===== config.mk =====
export PLATFORM = sky130hd
export DESIGN_NAME = dec_timer
export DESIGN_NICKNAME = d
export VERILOG_FILES = /design/src/rtl/dec_timer.sv
export SDC_FILE = /design/constraint.sdc
export NUM_CORES = 1
export LEC_CHECK = 0
export BUFFER_PORTS_ARGS = -buffer_cell sky130_fd_sc_hd__buf_2
export CELL_PAD_IN_SITES_DETAIL_PLACEMENT = 0
export CELL_PAD_IN_SITES_GLOBAL_PLACEMENT = 2
export CORE_UTILIZATION = 31
export CTS_CLUSTER_DIAMETER = 50
export CTS_CLUSTER_SIZE = 12
export DETAILED_ROUTE_END_ITERATION = 10
export PLACE_DENSITY = 0.92
export SLEW_MARGIN = 15
export SYNTH_ARGS = -nofsm -noshare
export SYNTH_HDL_FRONTEND = slang
export SYNTH_SLANG_ARGS = --single-unit
export TNS_END_PERCENT = 5

===== constraint.sdc =====
create_clock -name clk -period 6 [get_ports clk]
set_input_delay 1.5 -clock clk [delete_from_list [all_inputs] [get_ports clk]]
set_output_delay 1.5 -clock clk [all_outputs]
set_load 0.005 [all_outputs]

===== src/rtl/dec_timer.sv =====
`timescale 1ns/1ps
module dec_timer #(
  parameter int W  = 64,
  parameter int RW = 64
) (
  input  logic          clk,
  input  logic          rst,
  input  logic          tick,
  input  logic          wr_en,
  input  logic [RW-1:0] wr_data,
  input  logic          mode,
  input  logic          ack,
  output logic [RW-1:0] rd_data,
  output logic          irq
);
  localparam logic [W-1:0] ONE   = W'(1);
  localparam logic [W-1:0] THREE = W'(3);
  localparam logic [W-1:0] MINV  = {1'b1, {(W-1){1'b0}}};

  logic [W-1:0] cnt, cnt_dec, wr_val;
  logic         wr_small, irq_n;

  assign wr_val   = wr_data[W-1:0];
  assign wr_small = wr_val[W-1] || (wr_val < THREE);
  assign cnt_dec  = cnt - ONE;

  always_comb begin
    irq_n = irq;
    if (mode && ack) irq_n = 1'b0;
    if (wr_en) begin
      if (wr_small)   irq_n = 1'b1;
      else if (!mode) irq_n = 1'b0;
    end else if (tick) begin
      if (!cnt[W-1] && cnt_dec[W-1])             irq_n = 1'b1;
      else if (!mode && cnt[W-1] && !cnt_dec[W-1]) irq_n = 1'b0;
    end
  end

  always_ff @(posedge clk) begin
    if (rst) begin
      cnt <= '1;
      irq <= 1'b0;
    end else begin
      if (wr_en)     cnt <= wr_val;
      else if (tick) cnt <= cnt_dec;
      irq <= irq_n;
    end
  end

  generate
    if (RW == W) begin : g_full
      assign rd_data = cnt;
    end else begin : g_ext
      assign rd_data = {{(RW-W){cnt[W-1]}}, cnt};
    end
  endgenerate

  p_dec_r2: assert property (@(posedge clk) disable iff (rst)
    (tick && !wr_en) |=> (cnt == $past(cnt) - ONE));
  p_hold_r2: assert property (@(posedge clk) disable iff (rst)
    (!tick && !wr_en) |=> $stable(cnt));
  p_wr_prio_r3: assert property (@(posedge clk) disable iff (rst)
    wr_en |=> (rd_data[W-1:0] == $past(wr_data[W-1:0])));
  p_small_wr_r4: assert property (@(posedge clk) disable iff (rst)
    (wr_en && ($signed(wr_data[W-1:0]) < $signed(THREE))) |=> irq);
  p_lvl_clr_r5: assert property (@(posedge clk) disable iff (rst)
    (wr_en && !mode && !wr_data[W-1] && (wr_data[W-1:0] >= THREE)) |=> !irq);
  p_lvl_hold_r6: assert property (@(posedge clk) disable iff (rst)
    (!wr_en && !mode && irq && cnt != MINV) |=> irq);
  p_edge_hold_r7: assert property (@(posedge clk) disable iff (rst)
    (mode && irq && !ack) |=> irq);
  p_ack_r8: assert property (@(posedge clk) disable iff (rst)
    (mode && ack && !wr_en && !(tick && cnt == '0)) |=> !irq);
endmodule


==> impl_metrics.yaml <==
outcome:
  outcome: "completed"
finish:
  final_area_mm2: 0.005348
  n_antenna_cell: 0
  drive_above_1_share: 0.2515
  nFillCells: 1427
  final_common_cell: "buf_2"
  syn_to_final_growth_pct: 25.52
  layout_common_cells: "buf_2, nor3_1, dfxtp_1, nor4_1, nor2_1"
  fin_nets: 724
global_routing:
  grt_pass1_wl_um: 26840
  grt_max_degree: 60
  grt_pass1_vias: 4856
  antenna_found_initial: 0
  grt_overflow: 0
  grt_usage: 0.2416
floorplan:
  initial_core_util: 0.3192
  rows: 42
  die_area_mm2: 0.01422
  chipHeight_um: 119.2
  die_w_um: 119.2
  core_mm2: 0.01335
  io_pins: 135
placement:
  gp_congestion: 0.8625
  io_buffers: 134
  dpl.hpwl_um: 12440
  placed_area_mm2: 0.005017
logic_synthesis:
  ys_seq_elements: 65
  synthCells: 546
  synth_fp_nets: 618
  synth_area_leader_cell: "dfxtp_1"
  synth_edf_count: 0
  synth.avg_cell_area_um2: 7.803
  ys_warn_count: 0
  synthTopCellsByArea: "dfxtp_1, nor3_1, nor4_1, and3_1, clkbuf_1"
  synth.top_cell.area_share: 0.3054
  synth_cell_types: 47
  synth_ff_type: "dfxtp_1"
  ys_seq_area_frac: 0.3054
  synth_area_mm2: 0.004260
  async_reset_ff_frac: 0
drt:
  drt_wl_total_um: 17250
  drt-vias-per-instance: 6.215
  wire_per_inst_um: 20.74
  route.antenna.remaining_nets: 0
  drtIter0Drc: 517
  drc: 0
  firstDrtPassIters: 4
  vias: 5171
sta:
  setup_violations: 0
  worstMarginPinSlew_ns: 1.046
  timing.final.crit_period_ns: 3.608
  slew_violations: 0
  fin_crit_sh: 0.6014
  fmax_ghz: 0.2771
  skew_ns: 0.01216
  max-slew-margin-rel: 0.2990
  finalSetupTns_ns: 0
  finalHoldViolCount: 0
  grt_setup_unrepaired: "false"
cts:
  clock_latency_ns: 0.34
  cts.sinks: 65
  cts.hold.buffers_added: 0
  numCtsBuffers: 9
  cts_root_buf: "clkbuf_16"
  clkTransAtPathRegs_ns: 0.06
  clockBufferDepth: 2
  post_cts_resized: 0
  htree_levels: 3
  post-cts-setup-buffers: 0
  cts_tree: "built"
pwr:
  p_leak_nw: 1.857
  p_per_area_mw_per_mm2: 237.0
  peakVddDrop_mv: 0.1197
setup_path:
  setup.worst_path.class: "in2reg"
  cp.arrival_ns: 3.84
  critPathRequiredTime_ns: 6.24
  end_kind: "register"
  critical_path_peak_fanout: 12
  rrSetupSlack_ns: 2.60
  start_kind: "input pin"
min_path:
  hold_path_class: "reg2reg"
flow_run:
  drv_cap: 0
==> cell families (layout without fill, tap and decap cells) <==
group / count (synthesis) / after routing / synth area share
and+or+nand+nor: 298 / 298 / 0.3977
DFF: 65 / 65 / 0.3054
buffers and inverters: 52 / 162 / 0.04817
xor gates and xnor gates: 21 / 21 / 0.04317
adders and majority gates: 2 / 2 / 0.005873
AOI/OAI and AO/OA: 98 / 98 / 0.1762
muxes: 10 / 10 / 0.02350
==> synthesized netlist by cell type, types with 7 or more instances <==
library cell and n:
nor3_1 77, dfxtp_1 65, nor4_1 40, clkbuf_1 39, nor2_1 32, and3_1 28, nand2_1 28, or3_1 17
xnor2_1 16, a2111oi_0 15, a311oi_1 15, or4_1 15, nand3_1 14, nand4_1 14, a21oi_1 13, mux2i_1 10
a211oi_1 9, and4_1 8, nor4b_1 8, o21ai_0 8, inv_1 7
==> layer usage <==
| layer | GRT usage | routed length [um] | up-vias |
|---|---|---|---|
| met5 | 0 | 0 | - |
| met3 | 0.04885 | 1482 | 39 |
| met2 | 0.3677 | 7541 | 280 |
| met1 | 0.3298 | 7705 | 2468 |
| met4 | 0.1013 | 523 | 0 |
| li1 | - | - | 2384 |
==> registers in the layout, summed over array words and instances (netlist names) <==
signal / count
irq: 1
rd_data: 64
==> cell type report <==
cell class | count | area [um^2] | area share
clock inverter | 2 | 60.06 | 0.01123
timing repair buffer | 140 | 715.7 | 0.1338
inverter | 7 | 26.28 | 0.004913
sequential | 65 | 1301 | 0.2433
multi-input combinational | 429 | 2754 | 0.5150
clock buffer | 13 | 270.3 | 0.05054
tap | 176 | 220.2 | 0.04118
==> where the power goes <==
part	internal [W]	total, W	leakage [nW]	switching (W)
clock	0.000396	0.000595	0.162	0.000199
sequential	0.000461	0.000504	0.539	0.0000437
combinational	0.0000745	0.000168	1.16	0.0000932
==> worst paths after layout <==
path,from,cells past startpoint,endpoint
setup / recovery,tick,6,rd_data[46]$_SDFFE_PP1P_
hold reg to reg,rd_data[63]$_SDFFE_PP1P_,2,rd_data[63]$_SDFFE_PP1P_
setup reg to reg,rd_data[33]$_SDFFE_PP1P_,10,irq$_SDFF_PP0_
hold / removal,rd_data[63]$_SDFFE_PP1P_,2,rd_data[63]$_SDFFE_PP1P_
==> stage by stage <==
stage / setup WS (ns) / instances / power, W / hold WS (ns) / utilization
after floorplan: 2.416 / 546 / 0.0005835 / 0.5366 / -
after global placement: 2.112 / 817 / 0.0006739 / 0.5647 / 0.3759
after detailed placement: 2.058 / 817 / 0.0006777 / 0.5567 / 0.3759
after CTS: 2.413 / 832 / 0.001270 / 0.5686 / 0.4006
after global routing: 2.233 / 832 / 0.001306 / 0.5920 / 0.4006
final: 2.392 / 832 / 0.001267 / 0.5696 / 0.4006
==> worst max-delay path, cell delays in order <==
cell	delay, ns
buf_2	0.21
or4bb_1	0.44
or4_4	0.52
or3_1	0.52
or4_1	0.53
o311a_1	0.12
Power figures use the tool's default switching activity.
